<file path="src/rtl/cbm_pkg.sv">
package cbm_pkg;

  typedef enum logic [1:0] {
    RAM_NONE = 2'd0,
    RAM_2K   = 2'd1,
    RAM_8K   = 2'd2,
    RAM_32K  = 2'd3
  } ram_kind_e;

  // bus_addr[15:13] of the external RAM window
  localparam logic [2:0] RAM_WIN_TAG = 3'b101;

  // bus_addr[14:13] select among the four control fields when bus_addr[15] is 0
  localparam logic [1:0] CTL_ENABLE = 2'd0;
  localparam logic [1:0] CTL_LOW    = 2'd1;
  localparam logic [1:0] CTL_SEC    = 2'd2;
  localparam logic [1:0] CTL_MODE   = 2'd3;

endpackage

</file>
<file path="src/rtl/cbm_ctrl_regs.sv">
module cbm_ctrl_regs #(
  parameter int LOW_W  = 5,
  parameter int SEC_W  = 2,
  localparam int BANK_W = LOW_W + SEC_W
) (
  input  logic              clk,
  input  logic              rst_n,
  input  logic              ctl_wr,
  input  logic [1:0]        ctl_sel,
  input  logic [LOW_W-1:0]  wdata_lo,
  input  logic [BANK_W-1:0] rom_mask,
  output logic              ram_en_q,
  output logic [LOW_W-1:0]  low_q,
  output logic [SEC_W-1:0]  sec_q,
  output logic              mode_q,
  output logic              wr_en_evt,
  output logic              wr_bank_evt,
  output logic              wr_sec_evt,
  output logic              wr_mode_evt
);
  import cbm_pkg::*;

  // zero test on the raw field, mask applied only to non-zero values
  function automatic logic [LOW_W-1:0] low_bank_next(input logic [LOW_W-1:0] d,
                                                     input logic [LOW_W-1:0] m);
    if (d == '0) return LOW_W'(1);
    return d & m;
  endfunction

  assign wr_en_evt   = ctl_wr && (ctl_sel == CTL_ENABLE);
  assign wr_bank_evt = ctl_wr && (ctl_sel == CTL_LOW);
  assign wr_sec_evt  = ctl_wr && (ctl_sel == CTL_SEC);
  assign wr_mode_evt = ctl_wr && (ctl_sel == CTL_MODE);

  always_ff @(posedge clk or negedge rst_n) begin
    if (!rst_n) begin
      ram_en_q <= 1'b0;
      low_q    <= LOW_W'(1);
      sec_q    <= '0;
      mode_q   <= 1'b0;
    end else begin
      if (wr_en_evt)   ram_en_q <= (wdata_lo[3:0] == 4'hA);
      if (wr_bank_evt) low_q    <= low_bank_next(wdata_lo, rom_mask[LOW_W-1:0]);
      if (wr_sec_evt)  sec_q    <= wdata_lo[SEC_W-1:0];
      if (wr_mode_evt) mode_q   <= wdata_lo[0];
    end
  end

endmodule

</file>
<file path="src/rtl/cbm_rom_map.sv">
module cbm_rom_map #(
  parameter int LOW_W  = 5,
  parameter int SEC_W  = 2,
  parameter int WIN_AW = 14,
  localparam int BANK_W = LOW_W + SEC_W,
  localparam int ROM_AW = BANK_W + WIN_AW
) (
  input  logic              upper_win,
  input  logic [WIN_AW-1:0] win_off,
  input  logic [LOW_W-1:0]  low_q,
  input  logic [SEC_W-1:0]  sec_q,
  input  logic              mode_q,
  input  logic [BANK_W-1:0] rom_mask,
  output logic [ROM_AW-1:0] rom_addr
);

  function automatic logic [BANK_W-1:0] high_bank(input logic [SEC_W-1:0] s,
                                                  input logic [LOW_W-1:0] l,
                                                  input logic [BANK_W-1:0] m);
    return {s, l} & m;
  endfunction

  function automatic logic [BANK_W-1:0] zero_bank(input logic [SEC_W-1:0] s,
                                                  input logic [BANK_W-1:0] m);
    return {s, {LOW_W{1'b0}}} & m;
  endfunction

  logic [BANK_W-1:0] bank_sel;

  always_comb begin
    if (upper_win)   bank_sel = high_bank(sec_q, low_q, rom_mask);
    else if (mode_q) bank_sel = zero_bank(sec_q, rom_mask);
    else             bank_sel = '0;
  end

  assign rom_addr = {bank_sel, win_off};

endmodule

</file>
<file path="src/rtl/cbm_ram_map.sv">
module cbm_ram_map #(
  parameter int SEC_W  = 2,
  parameter int WIN_AW = 13,
  localparam int RAM_AW   = SEC_W + WIN_AW,
  localparam int SMALL_AW = WIN_AW - 2
) (
  input  logic              [WIN_AW-1:0] win_off,
  input  cbm_pkg::ram_kind_e              kind,
  input  logic              [SEC_W-1:0]  sec_q,
  input  logic                           mode_q,
  output logic              [RAM_AW-1:0] ram_addr
);
  import cbm_pkg::*;

  function automatic logic [RAM_AW-1:0] ram_offset(input ram_kind_e k,
                                                   input logic m,
                                                   input logic [SEC_W-1:0] s,
                                                   input logic [WIN_AW-1:0] o);
    case (k)
      RAM_2K:  return RAM_AW'(o[SMALL_AW-1:0]);
      RAM_32K: return m ? {s, o} : RAM_AW'(o);
      default: return RAM_AW'(o);
    endcase
  endfunction

  assign ram_addr = ram_offset(kind, mode_q, sec_q, win_off);

endmodule

</file>
<file path="src/rtl/cart_bank_mapper.sv">
module cart_bank_mapper #(
  parameter int LOW_W      = 5,
  parameter int SEC_W      = 2,
  parameter int ROM_WIN_AW = 14,
  parameter int RAM_WIN_AW = 13,
  localparam int BANK_W    = LOW_W + SEC_W,
  localparam int ROM_AW    = BANK_W + ROM_WIN_AW,
  localparam int RAM_AW    = SEC_W + RAM_WIN_AW,
  localparam int ROM_CFG_W = $clog2(BANK_W + 1)
) (
  input  logic                 clk,
  input  logic                 rst_n,
  input  logic [ROM_CFG_W-1:0] cfg_rom_banks_log2,
  input  logic [1:0]           cfg_ram_kind,
  input  logic [15:0]          bus_addr,
  input  logic [7:0]           bus_wdata,
  input  logic                 bus_wr,
  input  logic                 bus_rd,
  output logic [7:0]           cpu_rdata,
  output logic                 rom_rd,
  output logic [ROM_AW-1:0]    rom_addr,
  output logic                 ram_re,
  output logic                 ram_we,
  output logic [RAM_AW-1:0]    ram_addr,
  output logic [7:0]           ram_wdata,
  input  logic [7:0]           ram_rdata
);
  import cbm_pkg::*;

  logic              in_rom, in_ram, ram_ok;
  logic [BANK_W-1:0] rom_mask;
  logic              ram_en_q, mode_q;
  logic [LOW_W-1:0]  low_q;
  logic [SEC_W-1:0]  sec_q;
  logic              wr_en_evt, wr_bank_evt, wr_sec_evt, wr_mode_evt;
  ram_kind_e         kind;

  assign kind   = ram_kind_e'(cfg_ram_kind);
  assign in_rom = ~bus_addr[15];
  assign in_ram = (bus_addr[15:13] == RAM_WIN_TAG);

  always_comb begin
    if (int'(cfg_rom_banks_log2) >= BANK_W) rom_mask = '1;
    else rom_mask = BANK_W'((32'd1 << cfg_rom_banks_log2) - 32'd1);
  end

  cbm_ctrl_regs #(.LOW_W(LOW_W), .SEC_W(SEC_W)) u_regs (
    .clk         (clk),
    .rst_n       (rst_n),
    .ctl_wr      (bus_wr && in_rom),
    .ctl_sel     (bus_addr[14:13]),
    .wdata_lo    (bus_wdata[LOW_W-1:0]),
    .rom_mask    (rom_mask),
    .ram_en_q    (ram_en_q),
    .low_q       (low_q),
    .sec_q       (sec_q),
    .mode_q      (mode_q),
    .wr_en_evt   (wr_en_evt),
    .wr_bank_evt (wr_bank_evt),
    .wr_sec_evt  (wr_sec_evt),
    .wr_mode_evt (wr_mode_evt)
  );

  cbm_rom_map #(.LOW_W(LOW_W), .SEC_W(SEC_W), .WIN_AW(ROM_WIN_AW)) u_rom (
    .upper_win (bus_addr[ROM_WIN_AW]),
    .win_off   (bus_addr[ROM_WIN_AW-1:0]),
    .low_q     (low_q),
    .sec_q     (sec_q),
    .mode_q    (mode_q),
    .rom_mask  (rom_mask),
    .rom_addr  (rom_addr)
  );

  cbm_ram_map #(.SEC_W(SEC_W), .WIN_AW(RAM_WIN_AW)) u_ram (
    .win_off  (bus_addr[RAM_WIN_AW-1:0]),
    .kind     (kind),
    .sec_q    (sec_q),
    .mode_q   (mode_q),
    .ram_addr (ram_addr)
  );

  assign ram_ok    = ram_en_q && (kind != RAM_NONE);
  assign rom_rd    = bus_rd && in_rom;
  assign ram_re    = bus_rd && in_ram && ram_ok;
  assign ram_we    = bus_wr && in_ram && ram_ok;
  assign ram_wdata = bus_wdata;
  assign cpu_rdata = ram_re ? ram_rdata : 8'hFF;

endmodule

</file>
<file path="config.mk">
export PLATFORM = sky130hd
export DESIGN_NAME = cart_bank_mapper
export DESIGN_NICKNAME = d
export VERILOG_FILES = /design/src/rtl/cbm_pkg.sv /design/src/rtl/cbm_ctrl_regs.sv /design/src/rtl/cbm_rom_map.sv /design/src/rtl/cbm_ram_map.sv /design/src/rtl/cart_bank_mapper.sv
export SDC_FILE = /design/constraint.sdc
export NUM_CORES = 1
export LEC_CHECK = 0
export ABC_AREA = 0
export CAP_MARGIN = 20
export CORE_AREA = 2 2 50 52
export CTS_BUF_LIST = sky130_fd_sc_hd__clkbuf_8 sky130_fd_sc_hd__clkbuf_16
export DETAILED_ROUTE_END_ITERATION = 10
export DIE_AREA = 0 0 52 54
export DONT_BUFFER_PORTS = 1
export PLACE_DENSITY = 0.56
export SLEW_MARGIN = 20
export SYNTH_ARGS = -nofsm -noshare
export SYNTH_HDL_FRONTEND = slang
export SYNTH_HIERARCHICAL = 1
export SYNTH_SLANG_ARGS = --single-unit
</file>
<file path="constraint.sdc">
create_clock -name clk -period 2.6 [get_ports clk]
set_clock_uncertainty 0.1 [all_clocks]
set_input_delay 0.39 -clock clk [delete_from_list [all_inputs] [get_ports clk]]
set_output_delay 0.39 -clock clk [all_outputs]
set_load 0.005 [all_outputs]
</file>
Word-level counts from Yosys, hierarchy flattened

Cells that the tools add are included.
Widths: inputs -> output; s select.

Input port bits: 41
Word-level logic and storage cells: 42
Output and inout port bits: 55
Register bits: 9

Equality and inequality tests: 7
Magnitude comparators: 1
Reductions and logical operators: 14
Shift operators: 1
$add $sub $neg: 1
Bitwise gates (word level): 4
Muxes and demuxes: 10

Operator list:

| operator            | number |
|---|---|
| $pmux 15 s2         | 1 |
| $mux 7              | 3 |
| $mux 15             | 1 |
| $and 7x7->7         | 2 |
| $logic_and 1x1->1   | 11 |
| $mux 5              | 2 |
| $mux 8              | 1 |
| $shl 1x3->7 const A | 1 |
| $sub 7x1->7 const B | 1 |
| $eq 2x2->1 const B  | 3 |
| $and 5x5->5         | 1 |
| $logic_not 5->1     | 1 |
| $eq 2x1->1 const B  | 2 |
| $eq 4x4->1 const B  | 1 |
| $eq 3x3->1 const B  | 1 |
| $ge 3x3->1 const B  | 1 |
| $logic_not 2->1     | 1 |
| $mux 1              | 2 |
| $reduce_bool 2->1   | 1 |
| $not 1->1           | 1 |

Logic depth before layout (Yosys ltp)

Gate-level depths: netlist of run 1.

Depth in word-level cells: 6
Gate-level depth with buffers: 4
Depth with buffers taken out: 4

By module

Netlist of run 1, hierarchy kept.

By module, submodules not included:

| module           | area an instance (um2) | times used | sequential area each (um2) | cells an instance |
|---|---|---|---|---|
| cbm_ctrl_regs    | 409.1                  | 1          | 226.5                      | 37 |
| cart_bank_mapper | 229.0                  | 1          | 0.0                        | 31 |
| cbm_rom_map      | 156.4                  | 1          | 0.0                        | 21 |
| cbm_ram_map      | 121.4                  | 1          | 0.0                        | 16 |

Worst setup path before layout of run 1

OpenSTA, ideal clock, no wires.

Path kind: input to output
Start: input port cfg_rom_banks_log2[1]
End: output port rom_addr[14]
Stages on the path: 2
Arrival time: 934 ps
Setup slack: 1176 ps
Buffers on the path: 0
Data required time: 2110 ps
Cells stage by stage: or3_1 > and3_1

Cells in the longest elaborated chain, start to end: 6
Elaborated cells between the ends (all ways): 8
Classes of those cells: add/sub: 1; order compare: 1; shift: 1; mux: 3; bitwise: 2

Ends and longest elaborated chain:

| element         | line                   | text |
|---|---|---|
| start, declared | cart_bank_mapper.sv:13 | `input logic [ROM_CFG_W-1:0] cfg_rom_banks_log2,` |
| $shl 1x3->7     | cart_bank_mapper.sv:44 | `else rom_mask = BANK_W'((32'd1 << cfg_rom_banks_log2) - 32'd1);` |
| $sub 7x1->7     | cart_bank_mapper.sv:44 |  |
| $mux 7 (*)      | cart_bank_mapper.sv:43 | `if (int'(cfg_rom_banks_log2) >= BANK_W) rom_mask = '1;` |
| $and 7x7->7     | cbm_rom_map.sv:25      | `return {s, {LOW_W{1'b0}}} & m;` |
| $mux 7          | cbm_rom_map.sv:32      | `else if (mode_q) bank_sel = zero_bank(sec_q, rom_mask);` |
| $mux 7 (*)      | cbm_rom_map.sv:31      | `if (upper_win) bank_sel = high_bank(sec_q, low_q, rom_mask);` |
| end, declared   | cart_bank_mapper.sv:21 | `output logic [ROM_AW-1:0] rom_addr,` |

Every way passes the cells marked *; elsewhere a longest branch is shown, timed or not.

Worst setup path in the final report of run 1

Start: register u_regs.ram_en_q
End: output port ram_we

Cells in the longest elaborated chain, start to end: 2

Ends and longest elaborated chain:

| element                | line                   | text |
|---|---|---|
| start, declared        | cbm_ctrl_regs.sv:12    | `output logic ram_en_q,` |
| start signal, assigned | cbm_ctrl_regs.sv:42    | `if (wr_en_evt) ram_en_q <= (wdata_lo[3:0] == 4'hA);` |
| $logic_and 1x1->1      | cart_bank_mapper.sv:82 | `assign ram_ok = ram_en_q && (kind != RAM_NONE);` |
| $logic_and 1x1->1      | cart_bank_mapper.sv:85 | `assign ram_we = bus_wr && in_ram && ram_ok;` |
| end, declared          | cart_bank_mapper.sv:23 | `output logic ram_we,` |

No other way between the ends.

==> results of run 1 <==
==> flip-flops by register name (all words and copies together) (netlist names) <==
| register | cells |
|---|---|
| u_regs/sec_q | 2 |
| u_regs/low_q | 5 |
| u_regs/ram_en_q | 1 |
| u_regs/mode_q | 1 |
==> power by group through the flow <==
stage	combinational [µW]	clock (µW)	sequential, µW
after floorplan	94.0	0	180
after global placement	56.1	0	185
after detailed placement	57.3	0	186
after CTS	61.6	164	184
after global routing	69.5	172	187
final	60.2	159	183
==> worst max-delay path: stages, from the launching register on <==
cell and delay [ns]:
dfrtp_1 0.34, and4b_1 0.38, o211a_1 0.22
==> cell usage in the layout, fill, tap and decap left out, types with 2 or more instances in the layout <==
master / count
mux2_2: 2
mux2_4: 2
clkbuf_8: 3
nand2_1: 9
dfrtp_1: 8
inv_1: 2
and3_1: 7
o21ai_0: 4
and2_1: 4
and4_2: 2
nand3b_1: 9
nand2b_1: 2
and2b_1: 2
o211a_1: 3
o21a_1: 2
==> worst max path at each step <==
stage / start / to / slack, ns / cells past startpoint
detailed placement: bus_addr[14] / ram_we / 1.09 / 2
floorplan: cfg_rom_banks_log2[1] / rom_addr[14] / 1.18 / 2
global route: u_regs/ram_en_q / ram_we / 0.87 / 2
global placement: bus_addr[14] / ram_we / 1.10 / 2
finish: u_regs/ram_en_q / ram_we / 0.93 / 2
CTS: u_regs/ram_en_q / ram_we / 0.92 / 2
==> layer usage <==
| metal | global-route usage | vias up |
|---|---|---|
| met5 | 0 | - |
| li1 | - | 260 |
| met3 | 0.0694 | 11 |
| met4 | 0.0746 | 0 |
| met2 | 0.209 | 43 |
| met1 | 0.147 | 255 |
==> metrics by stage <==
step            util  hold WS (ns)  worst slack, ns  instance area, µm²  std cells
6_report       0.318         0.193            0.933                 737        103
5_1_grt        0.318         0.192            0.868                 737        103
4_1_cts        0.318         0.189            0.925                 737        103
3_5_place_dp   0.294      -0.00531             1.09                 682         98
3_3_place_gp   0.294      -0.00533             1.10                 682         98
2_1_floorplan      -      -0.00559             1.18                 912        104
==> cell type report <==
cell class | count | area (µm²) | share of cell area
inverter | 1 | 3.75 | 0.00509
multi-input combinational | 58 | 414 | 0.562
clock inverter | 1 | 3.75 | 0.00509
clock buffer | 3 | 41.3 | 0.0560
sequential | 9 | 226 | 0.307
timing repair buffer | 1 | 10.0 | 0.0136
tap | 30 | 37.5 | 0.0509
==> results.toml, run 1 <==
[run_status]
outcome = "complete, no violations"

[detailed_routing]
met1_length_um = 659
drt-vias-per-instance = 5.52
drc = 0
wl_met3_um = 259
vias = 569
drt_iter0_markers = 8
topRoutingLayerUsed = "met4"
drt_wl_total_um = 1730
first_pass_iters = 3
met2WireLength_um = 771
post_drt_wl_per_cell_um = 16.8
final_antenna_net_count = 0

[grt]
overflow = 0
antenna_found_initial = 0
grt.total_usage = 0.134
grt_pass1_vias = 561
grt_max_degree = 13
grt_pass1_wl_um = 2700

[clocking]
cts_max_level = 1
cts_tree = "yes"
cts_setup_buffers = 0
clock_sinks = 9
cts_resized = 0
clk_latency_ns = 0.23
cts-buffers-inserted = 3
clk_pin_slew_ns = 0.05
cts-root-buf = "clkbuf_8"
cts_buffer_depth = 2
ctsHoldBuffers = 1

[synthesis]
ys.warnings.count = 6
synth_nets = 145
synth.avg_cell_area_um2 = 8.77
synth_area_um2 = 912
synthCells = 104

[floorplanning]
die_x_um = 52
core-area_um2 = 2320
rows = 18
start_util = 0.393
fp.dieH_um = 54
dieArea_um2 = 2810
pin_count = 96

[pwr]
clkPwrFrac = 0.396
switching_share = 0.239
comb_power_share = 0.150
p_int_uw = 306
power_frac_seq = 0.455
total_power_uw = 403
power.density_nw_per_um2 = 546
power.switching_uw = 96.2
ir_drop_v = 0.000427
power.leakage_uw = 0.000353

[sta]
worst_pin_slew_ns = 0.412
fmax_ghz = 0.600
tns_ns = 0
hold_viol = 0
relSlewSlack = 0.724
post-route-period-util = 0.641
drv_slew = 0
rsz0062_at_grt = "false"
setup_viol = 0
min_period_ns = 1.67

[critical_path]
start_kind = "register"
required_ns = 2.11
endpoint_kind = "output pin"
reg2reg_depth = 1
arrival_ns = 1.18
reg2reg_slack_ns = 1.71
worstSetupPathType = "reg -> out"
reg2reg_to = "u_regs/mode_q"
cp_max_fo = 10
reg2reg_from = "u_regs/mode_q"

[worst_hold_path]
whs_path_depth = 2
hp-start = "bus_wdata[3]"
hold_path_class = "in -> reg"
min_to = "u_regs/low_q[3]"

[final_layout]
n_antenna_cell = 0
fill_cells = 245
drive_above_1_share = 0.164
area_growth_pct = -19.2
nets = 115

[place]
dp_hpwl_um = 1370
io_buffers = 0
gp_congestion = 0.663

[flow_run]
drv_cap = 0
Note: power is estimated with default switching activity, not from simulation.
==> run 2: changes to the inputs <==
- clock period: 2.6 -> 1.6 ns (I/O delays scaled with it)
==> run 2 against run 1 <==
Compared with the run above:
- sequential power is 63% higher
- utilization is the same
- via count fell by 1.6%
- combinational power grew 64%
- critical endpoint unchanged
==> results.toml, run 2 (synthesis gave the netlist of run 1 again) <==
[final_layout]
final_cell_mix = "nand3b_1 (9), nand2_1 (9), dfrtp_1 (8)"
nets = 115
top_register = "u_regs/low_q"
drive_above_1_share = 0.164
largest_reg_flops = 5
area_growth_pct = -19.2
n_antenna_cell = 0
final_area_um2 = 737
fill_cells = 247
largestRegisters = "u_regs/low_q: 5 flops, u_regs/sec_q: 2 flops"

[critical_path]
cp_max_fo = 10
required_ns = 1.26
endpoint_kind = "output pin"
arrival_ns = 1.18
start_kind = "register"
worstSetupPathType = "reg -> out"

[sta]
tns_ns = 0
worst_pin_slew_ns = 0.446
min_period_ns = 1.52
setup_viol = 0
hold_viol = 0
post-route-period-util = 0.952
drv_slew = 0
fmax_ghz = 0.657
rsz0062_at_grt = "false"
relSlewSlack = 0.701

[floorplanning]
start_util = 0.393
rows = 18
pin_count = 96
core-area_um2 = 2320
die_x_um = 52
dieArea_um2 = 2810
fp.dieH_um = 54

[clocking]
cts_max_level = 1
clock_sinks = 9
clk_latency_ns = 0.23
cts-root-buf = "clkbuf_8"
cts_tree = "yes"
cts_setup_buffers = 0
clk_pin_slew_ns = 0.05
cts_buffer_depth = 2
cts-buffers-inserted = 3

[run_status]
outcome = "complete, no violations"

[detailed_routing]
post_drt_wl_per_cell_um = 17.5
vias = 560
first_pass_iters = 2
drc = 0
drt_wl_total_um = 1800
drt_iter0_markers = 3
drt-vias-per-instance = 5.44
final_antenna_net_count = 0

[place]
dpl_cell_area_um2 = 682
gp_congestion = 0.677
io_buffers = 0

[worst_hold_path]
hold_path_class = "in -> reg"

[grt]
grt_pass1_vias = 583
overflow = 0
grt_pass1_wl_um = 2670
grt_max_degree = 13
grt.total_usage = 0.133
antenna_found_initial = 0

[pwr]
ir_drop_v = 0.000468
power.leakage_uw = 0.000353
total_power_uw = 657
power.density_nw_per_um2 = 892

[flow_run]
drv_cap = 0
[run 2: cell counts in the layout (fill, tap and decap cells not counted)]
No cell type changed its count.
[run 2: final timing paths]
kind | cells after the start | start | end | slack, ns
min in group asynchronous | 1 | rst_n | u_regs/low_q[3] | 0.29
max reg2reg | 1 | u_regs/mode_q | u_regs/mode_q | 0.70
min reg2reg | 2 | u_regs/low_q[2] | u_regs/low_q[2] | 0.37
min | 2 | bus_wdata[3] | u_regs/low_q[3] | 0.05
max | 2 | u_regs/ram_en_q | ram_we | 0.08
max in group asynchronous | 1 | rst_n | u_regs/low_q[0] | 0.77
[run 2: final cells by class]
type                    instances  area (µm²)  share of cell area
well taps                      30        37.5              0.0509
multi-input cells              58         414               0.562
repair buffers                  1        10.0              0.0136
inverters                       1        3.75             0.00509
clock buffers                   3        41.3              0.0560
flip-flops and latches          9         226               0.307
clock inverters                 1        3.75             0.00509
[run 2: per-stage QoR]
stage               instances  setup WS [ns]  utilization  hold slack [ns]
global route              103        0.00322        0.318           0.0463
floorplan                 104          0.353            -           -0.156
finish                    103         0.0769        0.318           0.0457
CTS                       103         0.0753        0.318           0.0413
global placement           98          0.335        0.294           -0.155
detailed placement         98          0.302        0.294           -0.155
[run 2: timing repair]
action,in CTS,in global routing
hold buffers,1,0
endpoints found under the hold margin,9,0
gates resized for setup,0,0
[run 2: power by group]
part           internal (µW)  switching, µW  total [µW]
logic                   59.0           39.5        98.6
registers                271           27.0         299
clock network            167           92.8         260
[run 2: worst max-delay path, stage by stage, from the launching register on]
cell,delay [ns]
dfrtp_1,0.34
and4b_1,0.39
o211a_1,0.22
[run 2: per-layer routing]
layer | vias up | global-route usage | share of wire
met2 | 40 | 0.211 | 0.45
met5 | - | 0 | 0
li1 | 263 | - | -
met3 | 6 | 0.0528 | 0.12
met4 | 0 | 0.0702 | 0.010
met1 | 251 | 0.153 | 0.42
==> run 3: changes to the inputs <==
- GPL_ROUTABILITY_DRIVEN: unset -> 0
- clock period: 1.6 -> 1.7 ns (I/O delays scaled with it)
==> run 3 against run 2 <==
Compared with the run above:
- sequential power down 6%
- sequential share of layout area unchanged
- global-route usage grew 0.56 points
- cell area unchanged
- largest cell class unchanged
==> results.toml, run 3 (synthesis gave the netlist of run 1 again) <==
[critical_path]
arrival_ns = 1.17
crit_path_max_incr_delay_ns = 0.38
cp_max_fo = 10
start_kind = "register"
reg2reg_from = "u_regs/mode_q"
required_ns = 1.34
crit_path_start = "u_regs/ram_en_q"
slowest_stage = "and4b_1"
path_cells = "and4b_1, o211a_1"
worstSetupPathType = "reg -> out"
endpoint_kind = "output pin"

[worst_hold_path]
hold_path_class = "in -> reg"
hp-start = "bus_wdata[3]"

[grt]
antenna_found_initial = 0
grt_pass1_vias = 589
grt_pass1_wl_um = 2750
overflow = 0
grt.total_usage = 0.138
grt_max_degree = 13

[final_layout]
register_area_um2 = 226
multi_input_area_um2 = 414
top_register = "u_regs/low_q"
largestRegisters = "u_regs/low_q: 5 flops, u_regs/sec_q: 2 flops"
final_cell_mix = "nand3b_1 (9), nand2_1 (9), dfrtp_1 (8)"
drive_above_1_share = 0.164
fill_cells = 244
area_growth_pct = -19.2
largest_reg_flops = 5
n_antenna_cell = 0
nets = 115
utilization = 0.318

[floorplanning]
pin_count = 96
dieArea_um2 = 2810
rows = 18
fp.dieH_um = 54
start_util = 0.393
core-area_um2 = 2320
die_x_um = 52

[sta]
fmax_ghz = 0.654
worst_pin_slew_ns = 0.460
hold_viol = 0
drv_slew = 0
rsz0062_at_grt = "false"
relSlewSlack = 0.692
post-route-period-util = 0.900
min_period_ns = 1.53
setup_viol = 0
tns_ns = 0

[detailed_routing]
drt-vias-per-instance = 5.65
drt_wl_total_um = 1860
post_drt_wl_per_cell_um = 18.0
first_pass_iters = 4
final_antenna_net_count = 0
vias = 582
drt_iter0_markers = 13
drc = 0

[clocking]
clk_pin_slew_ns = 0.05
clk_latency_ns = 0.23
clock_sinks = 9
cts_tree = "yes"
cts-buffers-inserted = 3
cts_setup_buffers = 0
cts_buffer_depth = 2
cts_max_level = 1
cts-root-buf = "clkbuf_8"

[pwr]
power.leakage_uw = 0.000353
power.density_nw_per_um2 = 842
ir_drop_v = 0.000411

[place]
dp_hpwl_um = 1420
io_buffers = 0

[run_status]
outcome = "complete, no violations"

[flow_run]
drv_cap = 0
## run 3: cell counts in the layout (fill, tap and decap cells not counted)
No cell type changed its count.
## run 3: report_power, final
group | internal, µW | switching [µW] | total (µW)
Combinational | 55.6 | 38.5 | 94.1
Sequential | 256 | 24.1 | 280
Clock | 158 | 89.0 | 247
## run 3: repair_timing
item,CTS,global route
hold buffers,1,0
resized for setup,0,0
endpoints found under the hold margin,9,0
## run 3: metrics by stage
stage	cells	worst slack, ns	cell area, µm²	power (µW)	hold slack, ns
after floorplan	104	0.438	912	419	-0.141
after global placement	98	0.420	682	368	-0.140
after detailed placement	98	0.382	682	373	-0.140
after CTS	103	0.162	737	632	0.0515
after global routing	103	0.107	737	658	0.0587
final	103	0.170	737	620	0.0575
## run 3: path summary, 6_finish.rpt
check                             endpoint  slack, ns  cells past startpoint
setup / recovery                    ram_we       0.17                      2
max in group asynchronous  u_regs/low_q[0]       0.85                      1
hold reg to reg            u_regs/low_q[2]       0.37                      2
min in group asynchronous  u_regs/ram_en_q       0.31                      1
setup reg to reg             u_regs/mode_q       0.80                      1
hold / removal             u_regs/low_q[3]       0.06                      2
## run 3: routing by layer
metal	vias up	share of wire	global-route usage
met3	9	0.15	0.0861
met5	-	0	0
met4	0	0.017	0.0614
met2	48	0.46	0.224
li1	262	-	-
met1	263	0.38	0.142
## run 3: critical path, delay by kind of cell (launching register included)
family | cells | cell delay (ns)
compound gates | 1 | 0.22
flops | 1 | 0.34
simple gates | 1 | 0.38
## run 3: area by class of cell
type                    instances  share of cell area
multi-input cells              58               0.562
well taps                      30              0.0509
clock buffers                   3              0.0560
repair buffers                  1              0.0136
inverters                       1             0.00509
flip-flops and latches          9               0.307
clock inverters                 1             0.00509
